$ cat src/rtl/blkmap_pkg.sv
package blkmap_pkg;

  typedef struct packed {
    logic [3:0]  nib;
    logic [10:0] mid;
    logic [3:0]  rsv;
    logic [10:0] len;
    logic        sup_en;
    logic        usr_en;
  } desc_t;

  typedef struct packed {
    logic [3:0]  nib;
    logic [10:0] mid;
    logic [14:0] rsv;
    logic        rw;
    logic        ro;
  } targ_t;

  function automatic logic f_addr_match(input desc_t d, input logic [31:0] a);
    return (a[31:28] == d.nib) && ((a[27:17] & ~d.len) == d.mid);
  endfunction

  function automatic logic f_priv_ok(input desc_t d, input logic user);
    return user ? d.usr_en : d.sup_en;
  endfunction

  function automatic logic [31:0] f_phys(input desc_t d, input targ_t t,
                                         input logic [31:0] a);
    return {t.nib, (a[27:17] & d.len) | t.mid, a[16:0]};
  endfunction

  function automatic logic [1:0] f_perm(input targ_t t);
    logic [1:0] p;
    if (t.rw)      p = 2'b11;
    else if (t.ro) p = 2'b10;
    else           p = 2'b00;
    return p;
  endfunction

endpackage

$ cat src/rtl/blkmap_regs.sv
module blkmap_regs #(
  parameter int NUM_ENT = 4,
  parameter int IDX_W   = $clog2(NUM_ENT)
) (
  input  logic                 clk,
  input  logic                 rst_n,
  input  logic                 wr_en,
  input  logic                 wr_side,
  input  logic [IDX_W-1:0]     wr_idx,
  input  logic                 wr_hi,
  input  logic [31:0]          wr_data,
  input  logic                 rd_side,
  output blkmap_pkg::desc_t    desc_o [NUM_ENT],
  output blkmap_pkg::targ_t    targ_o [NUM_ENT]
);
  import blkmap_pkg::*;

  localparam int NSIDE = 2;

  logic [31:0] hi_q [NSIDE][NUM_ENT];
  logic [31:0] lo_q [NSIDE][NUM_ENT];

  always_ff @(posedge clk or negedge rst_n) begin
    if (!rst_n) begin
      for (int s = 0; s < NSIDE; s++) begin
        for (int e = 0; e < NUM_ENT; e++) begin
          hi_q[s][e] <= '0;
          lo_q[s][e] <= '0;
        end
      end
    end else if (wr_en) begin
      if (wr_hi) hi_q[wr_side][wr_idx] <= wr_data;
      else       lo_q[wr_side][wr_idx] <= wr_data;
    end
  end

  genvar g;
  generate
    for (g = 0; g < NUM_ENT; g++) begin : g_sel
      assign desc_o[g] = desc_t'(hi_q[rd_side][g]);
      assign targ_o[g] = targ_t'(lo_q[rd_side][g]);
    end
  endgenerate

  function automatic logic any_enabled();
    logic r;
    r = 1'b0;
    for (int s = 0; s < NSIDE; s++)
      for (int e = 0; e < NUM_ENT; e++)
        r = r | (|hi_q[s][e][1:0]);
    return r;
  endfunction

  // the captured word is stored by the edge that sees the strobe
  a_r9_hi_write_lands: assert property (@(posedge clk) disable iff (!rst_n)
    wr_en && wr_hi |=> hi_q[$past(wr_side)][$past(wr_idx)] == $past(wr_data));
  a_r9_lo_write_lands: assert property (@(posedge clk) disable iff (!rst_n)
    wr_en && !wr_hi |=> lo_q[$past(wr_side)][$past(wr_idx)] == $past(wr_data));
  // leaving reset, no entry is enabled
  a_r9_reset_clear: assert property (@(posedge clk) disable iff (!rst_n)
    $rose(rst_n) |-> !any_enabled());

endmodule

$ cat src/rtl/blkmap_cmp.sv
module blkmap_cmp (
  input  blkmap_pkg::desc_t desc_i,
  input  blkmap_pkg::targ_t targ_i,
  input  logic [31:0]       addr_i,
  input  logic              user_i,
  output logic              hit_o,
  output logic [31:0]       phys_o,
  output logic              rd_o,
  output logic              wr_o
);
  import blkmap_pkg::*;

  logic       addr_ok;
  logic       priv_ok;
  logic [1:0] perm;

  assign addr_ok = f_addr_match(desc_i, addr_i);
  assign priv_ok = f_priv_ok(desc_i, user_i);
  assign hit_o   = addr_ok && priv_ok;
  assign phys_o  = f_phys(desc_i, targ_i, addr_i);
  assign perm    = f_perm(targ_i);
  assign rd_o    = perm[1];
  assign wr_o    = perm[0];

endmodule

$ cat src/rtl/blkmap_prio.sv
module blkmap_prio #(
  parameter int NUM_ENT = 4
) (
  input  logic               clk,
  input  logic               rst_n,
  input  logic [NUM_ENT-1:0] req_i,
  output logic [NUM_ENT-1:0] win_o,
  output logic               any_o
);
  logic [NUM_ENT-1:0] below;

  always_comb begin
    below[0] = 1'b0;
    for (int i = 1; i < NUM_ENT; i++) below[i] = below[i-1] | req_i[i-1];
  end

  assign win_o = req_i & ~below;
  assign any_o = |win_o;

  // at most one winner, and no requester sits below it
  a_r6_single_winner: assert property (@(posedge clk) disable iff (!rst_n)
    $onehot0(win_o));
  a_r6_lowest_wins: assert property (@(posedge clk) disable iff (!rst_n)
    ((win_o - 1'b1) & req_i & {NUM_ENT{any_o}}) == '0);
  a_r6_winner_when_req: assert property (@(posedge clk) disable iff (!rst_n)
    (|req_i) |-> $countones(win_o) == 1);

endmodule

$ cat src/rtl/blkmap_xlate.sv
module blkmap_xlate #(
  parameter int NUM_ENT = 4,
  parameter int IDX_W   = $clog2(NUM_ENT)
) (
  input  logic             clk,
  input  logic             rst_n,
  input  logic             wr_en,
  input  logic             wr_side,
  input  logic [IDX_W-1:0] wr_idx,
  input  logic             wr_hi,
  input  logic [31:0]      wr_data,
  input  logic             lk_ifetch,
  input  logic             lk_xlate_on,
  input  logic             lk_user,
  input  logic [31:0]      lk_addr,
  output logic             hit,
  output logic [31:0]      phys_addr,
  output logic             perm_rd,
  output logic             perm_wr
);
  import blkmap_pkg::*;

  desc_t              desc [NUM_ENT];
  targ_t              targ [NUM_ENT];
  logic [NUM_ENT-1:0] ent_hit;
  logic [NUM_ENT-1:0] ent_rd;
  logic [NUM_ENT-1:0] ent_wr;
  logic [31:0]        ent_phys [NUM_ENT];
  logic [NUM_ENT-1:0] win;
  logic               any_hit;
  logic [31:0]        sel_phys;
  logic               sel_rd;
  logic               sel_wr;

  blkmap_regs #(.NUM_ENT(NUM_ENT), .IDX_W(IDX_W)) u_regs (
    .clk     (clk),
    .rst_n   (rst_n),
    .wr_en   (wr_en),
    .wr_side (wr_side),
    .wr_idx  (wr_idx),
    .wr_hi   (wr_hi),
    .wr_data (wr_data),
    .rd_side (lk_ifetch),
    .desc_o  (desc),
    .targ_o  (targ)
  );

  genvar g;
  generate
    for (g = 0; g < NUM_ENT; g++) begin : g_ent
      blkmap_cmp u_cmp (
        .desc_i (desc[g]),
        .targ_i (targ[g]),
        .addr_i (lk_addr),
        .user_i (lk_user),
        .hit_o  (ent_hit[g]),
        .phys_o (ent_phys[g]),
        .rd_o   (ent_rd[g]),
        .wr_o   (ent_wr[g])
      );
    end
  endgenerate

  blkmap_prio #(.NUM_ENT(NUM_ENT)) u_prio (
    .clk   (clk),
    .rst_n (rst_n),
    .req_i (ent_hit),
    .win_o (win),
    .any_o (any_hit)
  );

  always_comb begin
    sel_phys = '0;
    sel_rd   = 1'b0;
    sel_wr   = 1'b0;
    for (int i = 0; i < NUM_ENT; i++) begin
      sel_phys = sel_phys | (ent_phys[i] & {32{win[i]}});
      sel_rd   = sel_rd | (ent_rd[i] & win[i]);
      sel_wr   = sel_wr | (ent_wr[i] & win[i]);
    end
  end

  always_comb begin
    if (!lk_xlate_on) begin
      hit       = 1'b1;
      phys_addr = {lk_addr[31:12], 12'h000};
      perm_rd   = 1'b1;
      perm_wr   = 1'b1;
    end else begin
      hit       = any_hit;
      phys_addr = sel_phys;
      perm_rd   = sel_rd;
      perm_wr   = sel_wr;
    end
  end

  // a translated miss grants nothing and drives a zero address
  a_r8_miss_quiet: assert property (@(posedge clk) disable iff (!rst_n)
    lk_xlate_on && !hit |-> !perm_rd && !perm_wr && phys_addr == '0);
  // write permission never comes without read permission
  a_r5_wr_needs_rd: assert property (@(posedge clk) disable iff (!rst_n)
    perm_wr |-> perm_rd);
  // untranslated access is page aligned with full rights
  a_r7_passthru: assert property (@(posedge clk) disable iff (!rst_n)
    !lk_xlate_on |-> hit && perm_rd && perm_wr &&
                     phys_addr == {lk_addr[31:12], 12'h000});
  // low seventeen address bits survive a translated hit
  a_r4_low_bits: assert property (@(posedge clk) disable iff (!rst_n)
    lk_xlate_on && hit |-> phys_addr[16:0] == lk_addr[16:0]);

endmodule

$ cat config.mk
export PLATFORM = sky130hd
export DESIGN_NAME = blkmap_xlate
export DESIGN_NICKNAME = d
export VERILOG_FILES = /design/src/rtl/blkmap_pkg.sv /design/src/rtl/blkmap_regs.sv /design/src/rtl/blkmap_cmp.sv /design/src/rtl/blkmap_prio.sv /design/src/rtl/blkmap_xlate.sv
export SDC_FILE = /design/constraint.sdc
export NUM_CORES = 1
export LEC_CHECK = 0
export CAP_MARGIN = 30
export CORE_ASPECT_RATIO = 1.1
export CORE_MARGIN = 10
export CORE_UTILIZATION = 45
export DETAILED_ROUTE_END_ITERATION = 7
export SETUP_SLACK_MARGIN = 0.05
export SLEW_MARGIN = 20
export SYNTH_ARGS = -nofsm -noshare
export SYNTH_HDL_FRONTEND = slang
export SYNTH_SLANG_ARGS = --single-unit
$ cat constraint.sdc
create_clock -name clk -period 3.05 [get_ports clk]
set_input_delay 0.4575 -clock clk [delete_from_list [all_inputs] [get_ports clk]]
set_output_delay 0.4575 -clock clk [all_outputs]
set_load 0.02 [all_outputs]
---- Word-level counts from Yosys, hierarchy flattened ----
Cells that the tools add are included.
storage, ports and cells
  register bits after elaboration ......... 512
  RAM bits ................................ 0
  latch bits .............................. 0
  memories kept ........................... 0
  output and inout port bits .............. 35
  input port bits ......................... 74
  ROM bits ................................ 0
cells by class
  shift-type cells ........................ 0
  reductions and logical operators ........ 13
  bitwise gates (word level) .............. 45
  muxes and demuxes ....................... 28
  $lt $le $gt $ge ......................... 5
  multiply operators ...................... 0
  add/subtract/negate cells ............... 0
  div/mod/pow operators ................... 0
  eq/ne operators ......................... 8
operators with widths
  kind                  count
  $mux W128             7
  $bwmux W256           2
  $and A32 B32 Y32      4
  $demux W128 S1        1
  $or A32 B32 Y32       3
  $and A11 B11 Y11      8
  $demux W32 S2         1
  $mux W32              2
  $eq A11 B11 Y1        4
  $not A11 Y11          4
  $or A11 B11 Y11       4
  $eq A4 B4 Y1          4
  $mux W2               8
  $logic_and A1 B1 Y1   10
  $and A1 B1 Y1         8
  $or A1 B1 Y1          8
  $mux W1               7
  $and A4 B4 Y4         1
  $ge A2 B2 Y1 const B  2
  $not A1 Y2            2
  $not A4 Y4            1
  $reduce_and A2 Y1     2
  $reduce_or A4 Y1      1
  $ge A3 B3 Y1 const B  1
  4 further kinds       4

---- Logic depth before layout (Yosys ltp) ----
  word-level depth ........................ 18
  depth in mapped cells ................... 13

---- Cells and area by module ----
Synthesis repeated with hierarchy kept, for this count alone.
unflattened totals
  cell total of the unflattened synthesis .. 1835
  area, all modules ....................... 25184.2 µm²
by module, submodules not included
  module        cells an instance  area each (µm²)  times used
  blkmap_regs   1417               22078.7          1
  blkmap_cmp    67                 529.3            4
  blkmap_xlate  145                950.9            1
  blkmap_prio   5                  37.5             1

---- Least setup slack after synthesis ----
No wires, ideal clock.
  path type ............................... input to output
  start ................................... input lk_ifetch
  end ..................................... output phys_addr[18]
  stages on the path ...................... 11
  arrival time ............................ 2.575 ns
  data required time ...................... 2.592 ns
  buffers on the path ..................... 3
  slack ................................... 0.017 ns
  cell sequence ........................... buf_6 > buf_8 > nor3b_1 > o21ai_1 > nand4_1 > a2111oi_4 > o2111ai_4 > nor2_1 > buf_2 > a211oi_1 > a32oi_1
between the ends
  word-level cells in the longest chain between the ends .. 16
ends and longest elaborated chain
  what                                                 RTL line                              text
  start, declared                                      blkmap_xlate.sv:12                    input logic lk_ifetch,
  $not A1 Y2 (implied by the code) *                   blkmap_regs.sv:40, blkmap_regs.sv:41
  $mux W128 (implied by the code) (3 in a row)         blkmap_regs.sv:40                     assign desc_o[g] = desc_t'(hi_q[rd_side][g]);
  $not A11 Y11                                         blkmap_pkg.sv:21                      return (a[31:28] == d.nib) && ((a[27:17] & ~d.len) == d.mid);
  $and A11 B11 Y11                                     blkmap_pkg.sv:21
  $eq A11 B11 Y1                                       blkmap_pkg.sv:21
  $logic_and A1 B1 Y1                                  blkmap_pkg.sv:21
  $logic_and A1 B1 Y1                                  blkmap_cmp.sv:19                      assign hit_o = addr_ok && priv_ok;
  $not A4 Y4 or $or A1 B1 Y1 (tied branches)           blkmap_prio.sv:17, blkmap_prio.sv:14
  $and A4 B4 Y4, or another cell as far along          blkmap_prio.sv:17                     assign win_o = req_i & ~below;
  $and A32 B32 Y32, or another cell as far along       blkmap_xlate.sv:77                    sel_phys = sel_phys | (ent_phys[i] & {32{win[i]}});
  $or A32 B32 Y32, or another cell as far along        blkmap_xlate.sv:77
  $or A32 B32 Y32 or $and A32 B32 Y32 (tied branches)  blkmap_xlate.sv:77
  $or A32 B32 Y32 *                                    blkmap_xlate.sv:77
  $mux W32 *                                           blkmap_xlate.sv:84                    if (!lk_xlate_on) begin
  end, declared                                        blkmap_xlate.sv:17                    output logic [31:0] phys_addr,
Every way passes the cells marked *; elsewhere a longest branch is shown, timed or not. The select of a mux whose other input is x is not followed.

---- Worst setup path after layout ----
  start ................................... input lk_ifetch
  end ..................................... output perm_rd
between the ends
  word-level cells in the longest chain between the ends .. 16
ends and longest elaborated chain
  what                                           RTL line                              text
  $not A1 Y2 (implied by the code) *             blkmap_regs.sv:40, blkmap_regs.sv:41
  $mux W128 (implied by the code) (3 in a row)   blkmap_regs.sv:40
  $not A11 Y11                                   blkmap_pkg.sv:21
  $and A11 B11 Y11                               blkmap_pkg.sv:21
  $eq A11 B11 Y1                                 blkmap_pkg.sv:21
  $logic_and A1 B1 Y1                            blkmap_pkg.sv:21
  $logic_and A1 B1 Y1                            blkmap_cmp.sv:19
  $not A4 Y4 or $or A1 B1 Y1 (tied branches)     blkmap_prio.sv:17, blkmap_prio.sv:14
  $and A4 B4 Y4, or another cell as far along    blkmap_prio.sv:17
  $and A1 B1 Y1, or another cell as far along    blkmap_xlate.sv:78                    sel_rd = sel_rd | (ent_rd[i] & win[i]);
  $or A1 B1 Y1, or another cell as far along     blkmap_xlate.sv:78
  $or A1 B1 Y1 or $and A1 B1 Y1 (tied branches)  blkmap_xlate.sv:78
  $or A1 B1 Y1 *                                 blkmap_xlate.sv:78
  $mux W1 *                                      blkmap_xlate.sv:84
  end, declared                                  blkmap_xlate.sv:18                    output logic perm_rd,
Marked as above.

==> metrics.md <==
| Metric | Value |
|---|---|
| Clock Latency Late Sink | 560 ps |
| Largest cells by area after synthesis | dfrtp_1 (51%), mux2_2 (24%), a21oi_1 (3.0%) |
| Port Buffer Count | 104 |
| GPL Wtd Cong | 0.896 |
| Post-Syn Nets | 1518 |
| Die footprint | 47300 µm² |
| Clock skew | 0 ps |
| Max_slew headroom | 47.8% |
| Pwr Density | 663 nW/µm² |
| Worst min path class | reg -> reg |
| Final net count | 1870 |
| Worst reg2reg startpoint | u_regs.hi_q[12] |
| Core footprint | 38300 µm² |
| Slew Limit Fails | 0 |
| Measured slew at the worst slew-check pin | just under 800 ps |
| Setup crit start kind | input pin |
| # fillers | 3079 |
| Tmin final | 3730 ps |
| N_diodes | 0 |
| Synthesis-stage register bit count | 360 |
| Crit. End Element | output pin |
| Largest net degree at the start of global routing | 88 |
| H-tree levels | 2 |
| Synth Area per Inst | 12.1 µm² |
| Number of distinct library cells after synthesis | 47 |
| CP Max Fanout | 7 |
| Max cap viols | 0 |
| Sequential element share of the synthesized area | 51.4% |
| Synthesized cell area | 17500 µm² |
| Initial core utilization | a little under half |
| CTS clk-pin slew, worst paths | 60 ps |
| Fmax | 268 MHz |
| Post-route DRC | 0 |
| EDFF count, synth | 0 |
| Post-Syn Instances | 1444 |
| Failing checks | setup timing |
| Detailed-router iteration count before antenna repair | 5 |
| WL final | ~59000 µm |
| DP HPWL | 38300 µm |
| Lkg Pwr | 0.0100 µW |
| Final Hold Viols | 0 |
| Final setup viols | 35 |
| CP Data Required Time | 2590 ps |
| TritonCTS Buffers | 41 |
| Proportion of layout cells with a drive suffix above 1 | ~50% |
| Initial DRC Count | 1110 |
| Root buf cell | clkbuf_16 |
| Routed WL per cell | about 25 µm |
| Layout Area Growth over Synthesis | 33.6% |
| Vias in the first global route | 14000 |
| Worst Hold End | u_regs.lo_q[253] |
| Post-route setup slack | -684 ps |
| Synth async-reset ratio | 100% |
| Hold_sp | u_regs.lo_q[253] |
| Hold path cells | 1 |
| Synth area leader | dfrtp_1 |
| Post-route antenna net violation count | 0 |
| Maximum VDD drop | about 0.50 mV |
| Total Power | approximately 16000 µW |
| Main synth FF type | dfrtp_1 |
| Final Cycle Share | 122% |
| R2R depth | 3 |
| Global-route wire length before repair | 88200 µm |
| R2R Path End | u_regs.hi_q[12] |
| Site Rows | 75 |
| Die Y-Extent | 227 µm |
| Initial antenna violation count | 0 |
| Syn. warnings | 0 |
| Vias | 13600 |
| Finished Layout Cells | 2326 |
| CTS Sinks | 360 |
| Critical setup path kind | in -> out |
| TritonCTS clock tree | built |
| Placed insts | 2224 |
| Via-to-Cell Ratio | 5.86 |
| Reg2Reg Setup Slack | 2020 ps |
| RSZ-0062 raised after global routing | true |
| Status | finished with violations |
| GR Util All Layers | 24.4% |
| Synth top area share | 51.4% |
| Total gr overflow | 0 |
| # IOs | 109 |
| Die W | 208 µm |
| Clock Path Buffers | 3 |
| CP Data Arrival Time | 3280 ps |
critical path, cell delays in order:
cell and delay, ps:
clkbuf_16 160, buf_12 150, buf_4 150, nor3b_1 140
o21ai_0 380, o2111ai_1 210, a211oi_2 320, and3_4 280
buf_6 120, nor3b_4 50, buf_6 140, buf_6 130
a221oi_2 280, nand3_2 140, buf_6 160
cell usage in the layout (no fill, tap or decap), types with 22 or more instances in the layout:
cell type and count:
a211oi_1 59, a21oi_1 102, buf_12 22, buf_4 264
buf_6 28, clkbuf_16 44, clkdlybuf4s50_1 57, dfrtp_1 360
mux2_2 378, nand2b_1 22, nor2_1 24, nor3_1 42
o21ai_0 41
metal layers:
layer | share of wire (%) | global-route usage (%)
met3 | 6.2 | 5.22
met5 | 0 | 0
met1 | 43 | 31.7
met2 | 48 | 40.1
met4 | 2.8 | 7.69
worst max path at each step:
stage,from,endpoint,cells past startpoint
2_1_floorplan,lk_ifetch,phys_addr[30],13
3_3_place_gp,lk_addr[26],phys_addr[24],12
3_5_place_dp,lk_addr[26],phys_addr[22],11
4_1_cts,u_regs.hi_q[125],phys_addr[28],13
5_1_grt,u_regs.hi_q[125],perm_rd,13
6_report,lk_ifetch,perm_rd,15
repair_timing:
action / 4_1_cts / 5_1_grt
resized for setup: 245 / 71
cloned: 3 / 1
endpoints found under the setup margin: 35 / 35
pin swaps: 31 / 36
hold buffers: 1 / 0
setup buffers: 16 / 9
endpoints found under the hold margin: 82 / 0
cell type report:
| cell class | count | area, µm² | area share (%) |
|---|---|---|---|
| sequential | 360 | 9010 | 38.4 |
| clock buffer | 61 | 1230 | 5.26 |
| multi-input combinational | 967 | 8650 | 36.9 |
| clock inverter | 12 | 116 | 0.496 |
| timing repair buffer | 410 | 3730 | 15.9 |
| inverter | 16 | 63.8 | 0.272 |
| tap | 500 | 626 | 2.67 |
cell usage after synthesis (5+ instances only):
library cell / n
mux2_2: 378
a221oi_1: 11
nor3_1: 49
clkbuf_1: 65
nor2b_1: 16
o21ai_0: 62
buf_2: 14
mux2i_1: 23
nand3_1: 5
nor3b_1: 22
buf_1: 9
xor2_1: 12
o221ai_1: 7
nand4_1: 14
nand2b_1: 27
o211ai_1: 11
o2111ai_1: 7
a31oi_1: 9
dfrtp_1: 360
inv_1: 14
a21oi_1: 106
a32oi_1: 13
nor2_1: 35
and3_1: 13
buf_6: 11
a211oi_1: 69
nand2_1: 32
xnor2_1: 15
flip-flops by register name, summed over array words and instances (netlist names):
register     cells
u_regs.hi_q    224
u_regs.lo_q    136
metrics by stage:
step | cell area (µm²) | util, % | hold slack (ps) | worst slack [ps] | setup TNS, ps
after floorplan | 17600 | - | 162 | 90.9 | 0
after global placement | 21200 | 55.4 | 482 | -1500 | -45860
after detailed placement | 21200 | 55.4 | 488 | -1490 | -46000
after CTS | 23100 | 60.2 | 503 | -615 | -19690
after global routing | 23400 | 61.2 | 511 | -750 | -21640
final | 23400 | 61.2 | 501 | -684 | -19360
power breakdown:
group | switching, µW | total, µW | internal [µW]
Sequential | 728 | 6620 | 5890
Clock | 2010 | 4980 | 2960
Combinational | 1750 | 3940 | 2180
cell families after synthesis:
logic type	count (synthesis)	share of synthesized area (%)
compound gates	312	11.4
xor+xnor	27	1.35
buf+inv	117	3.16
flops	360	51.4
mux	402	25.7
simple gates	226	7.00
(Power assumes the default switching activity.)
